$ cat config.mk
export PLATFORM = sky130hd
export DESIGN_NAME = bdct_row8
export DESIGN_NICKNAME = d
export VERILOG_FILES = /design/src/rtl/bdct_pkg.sv /design/src/rtl/bdct_lift.sv /design/src/rtl/bdct_even.sv /design/src/rtl/bdct_odd.sv /design/src/rtl/bdct_row8.sv
export SDC_FILE = /design/constraint.sdc
export NUM_CORES = 1
export LEC_CHECK = 0
export BUFFER_PORTS_ARGS = -buffer_cell sky130_fd_sc_hd__buf_2
export CAP_MARGIN = 30
export CORE_MARGIN = 5
export CORE_UTILIZATION = 61
export DETAILED_ROUTE_END_ITERATION = 10
export PLACE_DENSITY = 0.86
export SLEW_MARGIN = 20
export SYNTH_ARGS = -nofsm -noshare
export SYNTH_HDL_FRONTEND = slang
export SYNTH_SLANG_ARGS = --single-unit
$ cat constraint.sdc
create_clock -name clk -period 8.45 [get_ports clk]
set_input_delay 0.4225 -clock clk [delete_from_list [all_inputs] [get_ports clk]]
set_output_delay 0.4225 -clock clk [all_outputs]
set_load 0.005 [all_outputs]
$ cat src/rtl/bdct_pkg.sv
// Package: shared constants of the shift-and-add row DCT.
// Assumes: a row is always eight lanes; pipeline depth is fixed at four.
package bdct_pkg;
    localparam int ROW_N   = 8;
    localparam int HALF_N  = ROW_N / 2;
    localparam int PIPE_LAT = 4;
endpackage

$ cat src/rtl/bdct_lift.sv
// Module: one dyadic lifting product y = floor(v * NUM / 2^SH).
// The product is a sum of left-shifted copies of v, one per set bit of NUM.
// Assumes: 0 <= NUM < 2^NUM_BITS and |v*NUM| fits in W signed bits.
module bdct_lift #(
    parameter int W        = 17,
    parameter int NUM      = 1,
    parameter int SH       = 0,
    parameter int NUM_BITS = 8
) (
    input  logic signed [W-1:0] v,
    output logic signed [W-1:0] y
);
    logic signed [W-1:0] acc;

    // Sum the shifted partial terms selected by the constant numerator.
    always_comb begin
        acc = '0;
        for (int b = 0; b < NUM_BITS; b++) begin
            if (NUM[b]) acc = acc + (v <<< b);
        end
    end

    assign y = acc >>> SH;
endmodule

$ cat src/rtl/bdct_even.sv
// Module: even half (stages 2..4) producing Y0, Y2, Y4, Y6.
// Input a[] is the registered stage-1 sum vector; outputs are registered.
// Assumes: data registers carry no reset; validity is tracked by the top.
module bdct_even #(
    parameter int W      = 17,
    parameter int K3_NUM = 3,
    parameter int K3_SH  = 3,
    parameter int K4_NUM = 3,
    parameter int K4_SH  = 3
) (
    input  logic                clk,
    input  logic signed [W-1:0] a [bdct_pkg::HALF_N],
    output logic signed [W-1:0] y [bdct_pkg::HALF_N]   // Y0, Y2, Y4, Y6
);
    logic signed [W-1:0] e0_q, e1_q, e2_q, e3_q;
    logic signed [W-1:0] dc_q, e1_s3_q, rot_q, e3_s3_q;
    logic signed [W-1:0] lift_e3, lift_rot;

    // Stage 2: second butterfly level of the even half.
    always_ff @(posedge clk) begin
        e0_q <= a[0] + a[3];
        e1_q <= a[1] + a[2];
        e2_q <= a[1] - a[2];
        e3_q <= a[0] - a[3];
    end

    bdct_lift #(.W(W), .NUM(K3_NUM), .SH(K3_SH)) u_lift_k3 (.v(e3_q), .y(lift_e3));

    // Stage 3: DC sum and first lifting step of the even rotation.
    always_ff @(posedge clk) begin
        dc_q    <= e0_q + e1_q;
        e1_s3_q <= e1_q;
        rot_q   <= e2_q - lift_e3;
        e3_s3_q <= e3_q;
    end

    bdct_lift #(.W(W), .NUM(K4_NUM), .SH(K4_SH)) u_lift_k4 (.v(rot_q), .y(lift_rot));

    // Stage 4: half-scale lifting for Y4 and second rotation step for Y2.
    always_ff @(posedge clk) begin
        y[0] <= dc_q;
        y[1] <= e3_s3_q + lift_rot;
        y[2] <= (dc_q >>> 1) - e1_s3_q;
        y[3] <= rot_q;
    end
endmodule

$ cat src/rtl/bdct_odd.sv
// Module: odd half (stages 2..4) producing Y1, Y3, Y5, Y7.
// Input d[] is the registered stage-1 difference vector; outputs are registered.
// Assumes: data registers carry no reset; validity is tracked by the top.
module bdct_odd #(
    parameter int W      = 17,
    parameter int K1_NUM = 13,
    parameter int K1_SH  = 5,
    parameter int K2_NUM = 11,
    parameter int K2_SH  = 4,
    parameter int K5_NUM = 1,
    parameter int K5_SH  = 3,
    parameter int K6_NUM = 1,
    parameter int K6_SH  = 3,
    parameter int K7_NUM = 7,
    parameter int K7_SH  = 4,
    parameter int K8_NUM = 3,
    parameter int K8_SH  = 2
) (
    input  logic                clk,
    input  logic signed [W-1:0] d [bdct_pkg::HALF_N],
    output logic signed [W-1:0] y [bdct_pkg::HALF_N]   // Y1, Y3, Y5, Y7
);
    logic signed [W-1:0] d0_q, d1_q, d3_q, m_q;
    logic signed [W-1:0] b0_q, b1_q, b2_q, b3_q;
    logic signed [W-1:0] lift_d1, lift_m, n_c;
    logic signed [W-1:0] lift_b0, y7_c, lift_y7, lift_b2, y5_c, lift_y5;

    bdct_lift #(.W(W), .NUM(K1_NUM), .SH(K1_SH)) u_lift_k1 (.v(d[1]), .y(lift_d1));

    // Stage 2: first lifting step of the centre rotation.
    always_ff @(posedge clk) begin
        d0_q <= d[0];
        d1_q <= d[1];
        d3_q <= d[3];
        m_q  <= d[2] - lift_d1;
    end

    bdct_lift #(.W(W), .NUM(K2_NUM), .SH(K2_SH)) u_lift_k2 (.v(m_q), .y(lift_m));
    assign n_c = d1_q + lift_m;

    // Stage 3: finish the centre rotation and form the outer butterflies.
    always_ff @(posedge clk) begin
        b0_q <= d0_q + n_c;
        b1_q <= d0_q - n_c;
        b2_q <= d3_q - m_q;
        b3_q <= d3_q + m_q;
    end

    bdct_lift #(.W(W), .NUM(K5_NUM), .SH(K5_SH)) u_lift_k5 (.v(b0_q), .y(lift_b0));
    assign y7_c = lift_b0 - b3_q;
    bdct_lift #(.W(W), .NUM(K6_NUM), .SH(K6_SH)) u_lift_k6 (.v(y7_c), .y(lift_y7));
    bdct_lift #(.W(W), .NUM(K7_NUM), .SH(K7_SH)) u_lift_k7 (.v(b2_q), .y(lift_b2));
    assign y5_c = b1_q + lift_b2;
    bdct_lift #(.W(W), .NUM(K8_NUM), .SH(K8_SH)) u_lift_k8 (.v(y5_c), .y(lift_y5));

    // Stage 4: two-step lifting rotations for the outer odd pairs.
    always_ff @(posedge clk) begin
        y[0] <= b0_q - lift_y7;
        y[1] <= b2_q - lift_y5;
        y[2] <= y5_c;
        y[3] <= y7_c;
    end
endmodule

$ cat src/rtl/bdct_row8.sv
// Module: top of the 8-point multiplierless forward DCT row kernel.
// Stage 1 forms lane sums and differences; even and odd halves run stages 2..4.
// Assumes: OUT_W holds every intermediate for the chosen constants; only the
// valid pipeline is reset (synchronous, active low).
module bdct_row8 #(
    parameter int IN_W   = 9,
    parameter int OUT_W  = 17,
    parameter int K1_NUM = 13, parameter int K1_SH = 5,
    parameter int K2_NUM = 11, parameter int K2_SH = 4,
    parameter int K3_NUM = 3,  parameter int K3_SH = 3,
    parameter int K4_NUM = 3,  parameter int K4_SH = 3,
    parameter int K5_NUM = 1,  parameter int K5_SH = 3,
    parameter int K6_NUM = 1,  parameter int K6_SH = 3,
    parameter int K7_NUM = 7,  parameter int K7_SH = 4,
    parameter int K8_NUM = 3,  parameter int K8_SH = 2
) (
    input  logic                         clk,
    input  logic                         rst_n,
    input  logic                         in_valid,
    input  logic [bdct_pkg::ROW_N*IN_W-1:0]  in_vec,
    output logic                         out_valid,
    output logic [bdct_pkg::ROW_N*OUT_W-1:0] out_vec
);
    import bdct_pkg::*;

    localparam int EXT_W = OUT_W - IN_W;

    logic signed [OUT_W-1:0] x_w   [ROW_N];
    logic signed [OUT_W-1:0] sum_q [HALF_N];
    logic signed [OUT_W-1:0] dif_q [HALF_N];
    logic signed [OUT_W-1:0] y_ev  [HALF_N];
    logic signed [OUT_W-1:0] y_od  [HALF_N];
    logic [PIPE_LAT-1:0]     vld_q;

    // Sign-extend each input lane to the internal width.
    for (genvar i = 0; i < ROW_N; i++) begin : g_ext
        assign x_w[i] = {{EXT_W{in_vec[i*IN_W+IN_W-1]}}, in_vec[i*IN_W +: IN_W]};
    end

    // Stage 1: mirrored-lane butterflies, all four pairs in parallel.
    always_ff @(posedge clk) begin
        for (int i = 0; i < HALF_N; i++) begin
            sum_q[i] <= x_w[i] + x_w[ROW_N-1-i];
            dif_q[i] <= x_w[i] - x_w[ROW_N-1-i];
        end
    end

    // Valid flag shift register matching the four data stages.
    always_ff @(posedge clk) begin
        if (!rst_n) vld_q <= '0;
        else        vld_q <= {vld_q[PIPE_LAT-2:0], in_valid};
    end

    assign out_valid = vld_q[PIPE_LAT-1];

    bdct_even #(
        .W(OUT_W), .K3_NUM(K3_NUM), .K3_SH(K3_SH), .K4_NUM(K4_NUM), .K4_SH(K4_SH)
    ) u_even (.clk(clk), .a(sum_q), .y(y_ev));

    bdct_odd #(
        .W(OUT_W),
        .K1_NUM(K1_NUM), .K1_SH(K1_SH), .K2_NUM(K2_NUM), .K2_SH(K2_SH),
        .K5_NUM(K5_NUM), .K5_SH(K5_SH), .K6_NUM(K6_NUM), .K6_SH(K6_SH),
        .K7_NUM(K7_NUM), .K7_SH(K7_SH), .K8_NUM(K8_NUM), .K8_SH(K8_SH)
    ) u_odd (.clk(clk), .d(dif_q), .y(y_od));

    // Interleave halves so that output slot k carries frequency k.
    for (genvar k = 0; k < ROW_N; k++) begin : g_out
        if (k % 2 == 0) begin : g_even
            assign out_vec[k*OUT_W +: OUT_W] = y_ev[k/2];
        end else begin : g_odd
            assign out_vec[k*OUT_W +: OUT_W] = y_od[k/2];
        end
    end
endmodule

# Yosys cells after proc, flatten, opt, wreduce, memory -nomap -nowiden
# Cells that the tools add are included.
# totals
ff_bits	471
inputBits	75
out_inout_bits	137
word_cells	68
# op_classes
add_sub_neg	35
# ops
operator	count
adder 17 bit	8
adder 9 x 9 -> 10 bit	4
subtractor 9 x 9 -> 10 bit	4
subtractor 17 x 14 -> 17 bit	2
adder 10 x 10 -> 11 bit	2
subtractor 10 x 10 -> 11 bit	2
adder 10 x 17 -> 17 bit	1
adder 17 x 13 -> 17 bit	1
adder 17 x 14 -> 17 bit	1
subtractor 10 x 17 -> 17 bit	1
subtractor 14 x 17 -> 17 bit	1
subtractor 16 x 17 -> 17 bit	1
subtractor 17 x 15 -> 17 bit	1
adder 10 x 14 -> 15 bit	1
subtractor 10 x 14 -> 15 bit	1
adder 10 x 13 -> 14 bit	1
adder 13 x 13 -> 14 bit	1
adder 10 x 12 -> 13 bit	1
subtractor 10 x 9 -> 11 bit	1

# Logic depth before layout (Yosys ltp)
# Gate-level depths: netlist of run 1.
# logic_depth
word_depth	5
depth_mapped	37
ltp_nobuf	36

# Hierarchy
# A second synthesis of run 1 with hierarchy kept.
# hier_totals
hier_cells	3492
area_unflattened_um2	32053.2
# modules_own_cells
mod	n_inst	cells_each	area_per_inst_um2	seq_area_each_um2
bdct_odd	1	1243	11617.4	4043.9
bdct_even	1	1104	10322.4	4043.9
bdct_row8	1	517	4782.1	1601.5
bdct_lift at u_even.u_lift_k3 ...	2	101	752.0	0.0
bdct_lift at u_odd.u_lift_k2	1	107	1009.7	0.0
bdct_lift at u_odd.u_lift_k7	1	103	980.9	0.0
bdct_lift at u_odd.u_lift_k1	1	92	898.4	0.0
bdct_lift at u_odd.u_lift_k8	1	90	683.2	0.0
bdct_lift at u_odd.u_lift_k5 ...	2	17	127.6	0.0

# Worst setup path after synthesis of run 1
# OpenSTA, ideal clock, no wires.
# synth_path
path_kind	reg-to-reg
startpoint	register u_odd.b2_q[1]
endpoint	register u_odd.y[50] in the netlist's numbering
setup_ns	0.072
arrival_ns	7.417
required_ns	8.378
slack_ns	0.962
stages_incl_launch_ff	36
n_path_buf	1
synth_period_minus_slack_ns	7.488
cell_sequence	dfxtp_1 > fa_1 > ha_1 > a31o_2 > a21oi_1 > o21bai_1 > a21oi_1 > o21ai_0 > o41ai_1 > nor2b_1 > o21a_1 > nor2_1 > xnor2_1 > ha_1 > buf_2 > nand3_1 > and2_1 > o21ai_0 > or2_2 > inv_1 > ha_1 > o21ai_0 > a21oi_1 > a21oi_1 > o221ai_1 > a21oi_1 > xor2_1 > ha_1 > or3_1 > a311o_1 > a31oi_2 > o21ai_1 > or4b_1 > o2111a_1 > nand3_1 > xor2_1
# synth_via
elab_chain_cells	5
# synth_lines
item	line_no	rtl
start: declaration	bdct_odd.sv:24	logic signed [W-1:0] b0_q, b1_q, b2_q, b3_q;
start signal: assignment	bdct_odd.sv:45	b2_q <= d3_q - m_q;
adder 17 bit	bdct_lift.sv:19	if (NUM[b]) acc = acc + (v <<< b);
adder 17 bit *	bdct_lift.sv:19	
adder 17 x 13 -> 17 bit *	bdct_odd.sv:53	assign y5_c = b1_q + lift_b2;
via u_odd.u_lift_k8.v[9]	bdct_lift.sv:10	input logic signed [W-1:0] v,
adder 17 bit *	bdct_lift.sv:19	
subtractor 17 x 15 -> 17 bit *	bdct_odd.sv:59	y[1] <= b2_q - lift_y5;
end: declaration	bdct_odd.sv:21	output logic signed [W-1:0] y [bdct_pkg::HALF_N]
# Mark *: on every way through the listed nets, which the timed path passes. The rest lies on a longest branch.
# A chain may end at the register's enable or synchronous reset.

# Worst setup path in the final report of run 1
# Ends and elaborated chain as after synthesis.

==> results of run 1 <==
-- per-layer routing --
| layer | global-route usage, % | part of all wire [%] | vias up |
|---|---|---|---|
| li1 | - | - | 9166 |
| met1 | 30.04 | 43 | 8647 |
| met2 | 43.42 | 49 | 448 |
| met3 | 3.464 | 4.6 | 123 |
| met4 | 8.720 | 3.2 | 0 |
| met5 | 0 | 0 | - |
-- kinds of logic (layout without fill, tap and decap cells) --
| kind of cell | count (synthesis) | in the layout | share of synthesized area, % |
|---|---|---|---|
| flip-flops | 417 | 417 | 34.74 |
| AO/OA/AOI/OAI | 566 | 566 | 15.16 |
| adder cells (fa/ha/maj) | 430 | 430 | 24.17 |
| buffers and inverters | 344 | 617 | 5.395 |
| other | 0 | 3 | 0 |
| XOR/XNOR | 249 | 249 | 9.076 |
| multiplexers | 7 | 7 | 0.3176 |
| AND/OR/NAND/NOR | 552 | 552 | 11.14 |
-- flip-flops by register name (all words and copies together) (netlist names) --
register	count
u_odd.d0_q	10
u_odd.b2_q	17
dif_q	40
u_even.e1_s3_q	11
u_even.e0_q	11
vld_q	4
u_even.e3_q	10
u_even.e3_s3_q	11
u_odd.m_q	11
sum_q	36
u_odd.d1_q	10
u_even.e2_q	10
u_even.y	68
u_odd.d3_q	10
u_even.e1_q	11
u_odd.b3_q	16
u_odd.b1_q	14
u_odd.b0_q	15
u_odd.y	68
u_even.rot_q	17
u_even.dc_q	17
-- synthesized netlist by cell type, types with 7 or more instances --
cell type	count	area, µm²
o31ai_1	16	120.1
o21bai_1	62	465.5
o21ai_0	126	630.6
nor2_1	197	739.5
nand2_1	86	322.8
inv_1	329	1235
or3_1	10	62.56
dfxtp_1	417	8348
a211oi_1	16	120.1
and2_1	11	68.82
a21o_1	38	285.3
ha_1	373	4667
nand3_1	26	130.1
a21boi_0	35	262.8
or2_2	27	168.9
nor2b_1	39	244.0
fa_1	57	1141
o21a_1	30	225.2
a31oi_1	8	50.05
a21oi_1	157	785.8
nor3_1	62	310.3
nand2b_1	34	212.7
xnor2_1	168	1471
a31o_2	7	61.31
xor2_1	81	709.4
o211ai_1	10	75.07
clkbuf_1	9	33.78
and3_1	30	187.7
-- cells in the final DEF, fill, tap and decap left out, types with 6 or more instances in the layout --
cell       count
a211oi_1      16
a21boi_0      35
a21o_1        38
a21oi_1      153
a31o_2         7
a31oi_1        8
and2_1        11
and3_1        30
buf_2        211
clkbuf_1       7
clkbuf_16     43
clkbuf_8      10
clkinv_2       7
dfxtp_1      414
fa_1          57
ha_1         373
inv_1        329
nand2_1       86
nand2b_1      34
nand3_1       26
nand4_1        6
nor2_1       197
nor2b_1       39
nor3_1        62
o211ai_1      10
o21a_1        30
o21ai_0      125
o21bai_1      62
o31ai_1       16
or2_2         27
or3_1         10
xnor2_1      168
xor2_1        81
-- layout make-up --
cell class                      instances  area (µm²)  share of cell area [%]
Tap cell                              518       648.1                   2.386
Clock inverter                         14       195.2                  0.7185
Multi-Input combinational cell       1804       14420                   53.06
Antenna cell                            3       7.507                 0.02763
Sequential cell                       417        8352                   30.74
Clock buffer                           60        1240                   4.564
Timing Repair Buffer                  213        1071                   3.942
Inverter                              330        1239                   4.559
-- worst max-delay path: cells and delay by family, from the launching register on --
family	cells	cell delay (ns)
AO/OA/AOI/OAI	17	3.32
XOR/XNOR	3	0.31
adder cells (fa/ha/maj)	5	1.72
buffers and inverters	2	0.35
flip-flops	1	0.36
AND/OR/NAND/NOR	8	1.78
-- through the flow --
stage / cells / hold WS [ns] / setup WS [ns]
6_report: 3359 / 0.08216 / 0.5152
2_1_floorplan: 2565 / 0.3096 / 0.9619
5_1_grt: 3358 / 0.09428 / 0.03951
4_1_cts: 3356 / 0.06331 / 0.1514
3_3_place_gp: 3282 / 0.3129 / 0.4385
3_5_place_dp: 3282 / 0.3121 / 0.1821
-- timing repair --
| item | 4_1_cts | 5_1_grt |
|---|---|---|
| gates resized for setup | 0 | 10 |
| hold endpoints to repair | 0 | 0 |
| setup endpoints to repair | 0 | 2 |
| hold buffers | 0 | 0 |
-- final timing paths --
kind,start,end,cells after the start
setup reg to reg,u_odd.b2_q[1],u_odd.y[50],35
hold reg to reg,dif_q[52],u_odd.d0_q[1],0
hold / removal,in_valid,vld_q[0],2
setup / recovery,u_odd.b2_q[1],u_odd.y[50],35
==> results.yml, run 1 <==
setup_path:
  end_kind: "flip-flop"
  crit_fanout: 8
  slowest_stage: "fa_1"
  worstPathArrival_ns: 8.43
  cp_common_cell: "ha_1"
  worst-setup-path-type: "reg2reg"
  rrSetupSlack_ns: 0.52
  cp.required_ns: 8.95
  critPathLaunchType: "flip-flop"
  slowest_delay_ns: 0.55
synth:
  async_flop_share_pct: 0
  ys.flop_type: "dfxtp_1"
  postSynthAreaPerCell_um2: 9.368
  syn-instance-count: 2565
  yosysWarnings: 0
  syn-num-nets: 3070
  syn_area_um2: 24030
  ys_types: 71
  ys_seq_area_share_pct: 34.74
  synth_edf_count: 0
  synth-seq-cells: 417
timing:
  tightest_slew_ns: 0.6280
  slew_headroom_pct: 57.88
  finalSetupTns_ns: 0
  rsz0062_at_grt: "false"
  period_minus_slack_ns: 7.935
  fmax_mhz: 126.0
  drv_slew: 0
  setup_viol: 0
  hold_viol: 0
  finalClockSkew_ns: 0.02398
  fin_crit_sh_pct: 93.90
placed_design:
  placed_area_um2: 25690
  io_buffers: 211
  hpwl_um: 43030
  gp_congestion: 0.9086
worst_hold_path:
  hold_path.class: "in2reg"
routing:
  drt_iter0_drc: 883
  firstDrtPassIters: 5
  vias: 18384
  drc: 0
  wl_per_cell_um: 16.15
  drt_wl_total_um: 54260
  antenna_left: 0
  vias_per_cell: 5.473
outcome:
  status: "finished clean"
clock_tree:
  insertion_delay_ns: 0.58
  cts_made_buffers: 43
  post_cts_buffers: 0
  cts_tree: "yes"
  cts_root_buffer: "clkbuf_16"
  clockBufferDepth: 3
  cts-htree-levels: 2
  clock-sinks: 417
  cts.reportedPaths.clkPinSlew_ns: 0.06
die:
  placementRows: 72
  dieArea_um2: 43460
  initial_core_util_pct: 61.88
  core_um2: 38830
  boundaryPins: 212
  die_height_um: 208.5
  dieWidth_um: 208.5
cells_and_area:
  drive_gt1_share_pct: 11.80
  fin_nets: 3314
  fillCellCount: 2878
  fin_area_um2: 27170
  syn2layout_area_growth_pct: 13.06
  fin_util_pct: 69.97
global_routing:
  overflow: 0
  grt_pass1_wl_um: 88690
  grt_pass1_vias: 18679
  grt_antenna_before_repair: 3
  track_usage_pct: 24.35
  grt_max_degree: 15
run:
  cap_violations: 0
Power of run 1 is not shown: default switching activity piles up to over one toggle a cycle in this logic, so the estimate is an artifact.
==> run 2: changes to the inputs <==
CORE_UTILIZATION = 62   (was 61)
CTS_BUF_LIST = sky130_fd_sc_hd__clkbuf_4   (was default)
PLACE_DENSITY = 0.88   (was 0.86)
==> results.yml, run 2 (synthesis results as in run 1) <==
outcome:
  status: "finished clean"
placed_design:
  hpwl_um: 43780
  dp.cells: 3282
  io_buffers: 211
  gp_congestion: 0.9240
  pre_cts_slack_ns: 0.08101
global_routing:
  grt_antenna_before_repair: 5
  overflow: 0
  grt_most_used_layer: "met2"
  use_met2_pct: 44.31
  grt_max_degree: 14
  grt_pass1_wl_um: 89430
  grtUsageMet3_pct: 4.796
  grt.met1_usage_pct: 30.77
  track_usage_pct: 25.56
  grt_pass1_vias: 19589
cells_and_area:
  fin_nets: 3392
  multi_input_area_um2: 14440
  ff_latch_area_um2: 8352
  top_regs: "u_even.y: 68 flops, u_odd.y: 68 flops, dif_q: 40 flops"
  final_cell_mix: "414 x dfxtp_1, 372 x ha_1, 329 x inv_1"
  fillCellCount: 2820
  drive_gt1_share_pct: 14.34
  fin_util_pct: 70.78
  syn2layout_area_growth_pct: 13.32
  stdcell_count: 3477
  mostFrequentLayoutCell: "dfxtp_1"
setup_path:
  r2r_end: "u_odd.y[50]"
  cp_common_cell: "ha_1"
  rrSetupSlack_ns: 0.53
  critPathLaunchType: "flip-flop"
  slowest_stage: "fa_1"
  cp.required_ns: 9.14
  slowest_delay_ns: 0.55
  ff2ff_path_depth: 32
  end_kind: "flip-flop"
  crit_fanout: 8
  worstPathArrival_ns: 8.61
  r2r_start: "u_odd.b2_q[1]"
  worst-setup-path-type: "reg2reg"
die:
  core_um2: 38470
  placementRows: 72
  initial_core_util_pct: 62.46
  dieArea_um2: 42790
  boundaryPins: 212
  die_height_um: 206.9
  dieWidth_um: 206.9
routing:
  vias: 18842
  wl_per_cell_um: 15.70
  antenna_left: 0
  drc: 0
  drt_wl_total_um: 54600
  vias_per_cell: 5.419
  firstDrtPassIters: 5
  drt_iter0_drc: 876
run:
  cap_violations: 0
clock_tree:
  cts_tree: "yes"
  cts.reportedPaths.clkPinSlew_ns: 0.07
  insertion_delay_ns: 0.79
  cts_made_buffers: 101
  cts_root_buffer: "clkbuf_4"
  clockBufferDepth: 3
  clock-sinks: 417
  cts-htree-levels: 3
timing:
  setup_viol: 0
  period_minus_slack_ns: 7.917
  setup_ws_ns: 0.5326
  fin_crit_sh_pct: 93.70
  rsz0062_at_grt: "false"
  fmax_mhz: 126.3
  slew_headroom_pct: 54.78
  tightest_slew_ns: 0.6696
  finalClockSkew_ns: 0.03799
  hold_viol: 0
  finalSetupTns_ns: 0
  drv_slew: 0
worst_hold_path:
  holdCritStartpoint: "in_vec[25]"
  hold_path.class: "in2reg"
  worstHoldEndpoint: "dif_q[24]"
  min_path_cells: 3
run 2: changes by cell type in the layout (fill, tap and decap cells not counted), moves of 2 or more:
cell | before | now
clkbuf_4 | 0 | 126
clkbuf_16 | 43 | 0
clkinv_1 | 0 | 22
dlygate4sd3_1 | 0 | 19
clkbuf_8 | 10 | 0
clkinv_2 | 7 | 17
clkbuf_1 | 7 | 0
clkinv_8 | 2 | 0
inv_2 | 1 | 3
run 2: through the flow:
| stage | cell area (µm²) | hold WS [ns] |
|---|---|---|
| 6_report | 27230 | 0.07998 |
| 4_1_cts | 27160 | 0.001265 |
| 3_5_place_dp | 25690 | 0.3121 |
| 2_1_floorplan | 24030 | 0.3096 |
| 3_3_place_gp | 25690 | 0.3117 |
| 5_1_grt | 27230 | 0.03207 |
run 2: layout make-up:
type,count,area share (%)
clock buffers,126,3.474
flip-flops and latches,417,30.67
repair buffers,233,4.660
inverters,330,4.549
clock inverters,47,1.222
well taps,518,2.380
multi-input cells,1804,53.02
diodes,2,0.01838
run 2: metal layers:
layer / part of all wire, % / vias up
met5: 0.024 / -
met3: 6.0 / 161
met1: 42 / 8754
met2: 48 / 562
li1: - / 9363
met4: 3.9 / 2
run 2: worst max path at each step:
stage                       start     endpoint  slack (ns)  cells past startpoint
finish              u_odd.b2_q[1]  u_odd.y[50]        0.53                     32
global route        u_odd.b2_q[1]  u_odd.y[49]        0.01                     36
CTS                 u_odd.b2_q[1]  u_odd.y[49]        0.03                     34
detailed placement  u_odd.b2_q[1]  u_odd.y[49]        0.08                     34
global placement    u_odd.b2_q[1]  u_odd.y[50]        0.45                     32
floorplan           u_odd.b2_q[1]  u_odd.y[50]        0.96                     35
run 2: repair_timing:
action                                 4_1_cts  5_1_grt
setup endpoints to repair                    0        2
buffers inserted                             0        1
endpoints found under the hold margin       15        0
hold buffers                                19        0
resized for setup                            0       15
run 2: worst max-delay path, delay by kind of cell, from the launching register on:
kind / cells / cell delay (ns)
buf+inv: 3 / 0.44
simple gates: 5 / 1.30
xor+xnor: 3 / 0.31
compound gates: 16 / 3.64
flops: 1 / 0.37
fa+ha+maj: 5 / 1.79
Power of run 2 is left out for the same reason.
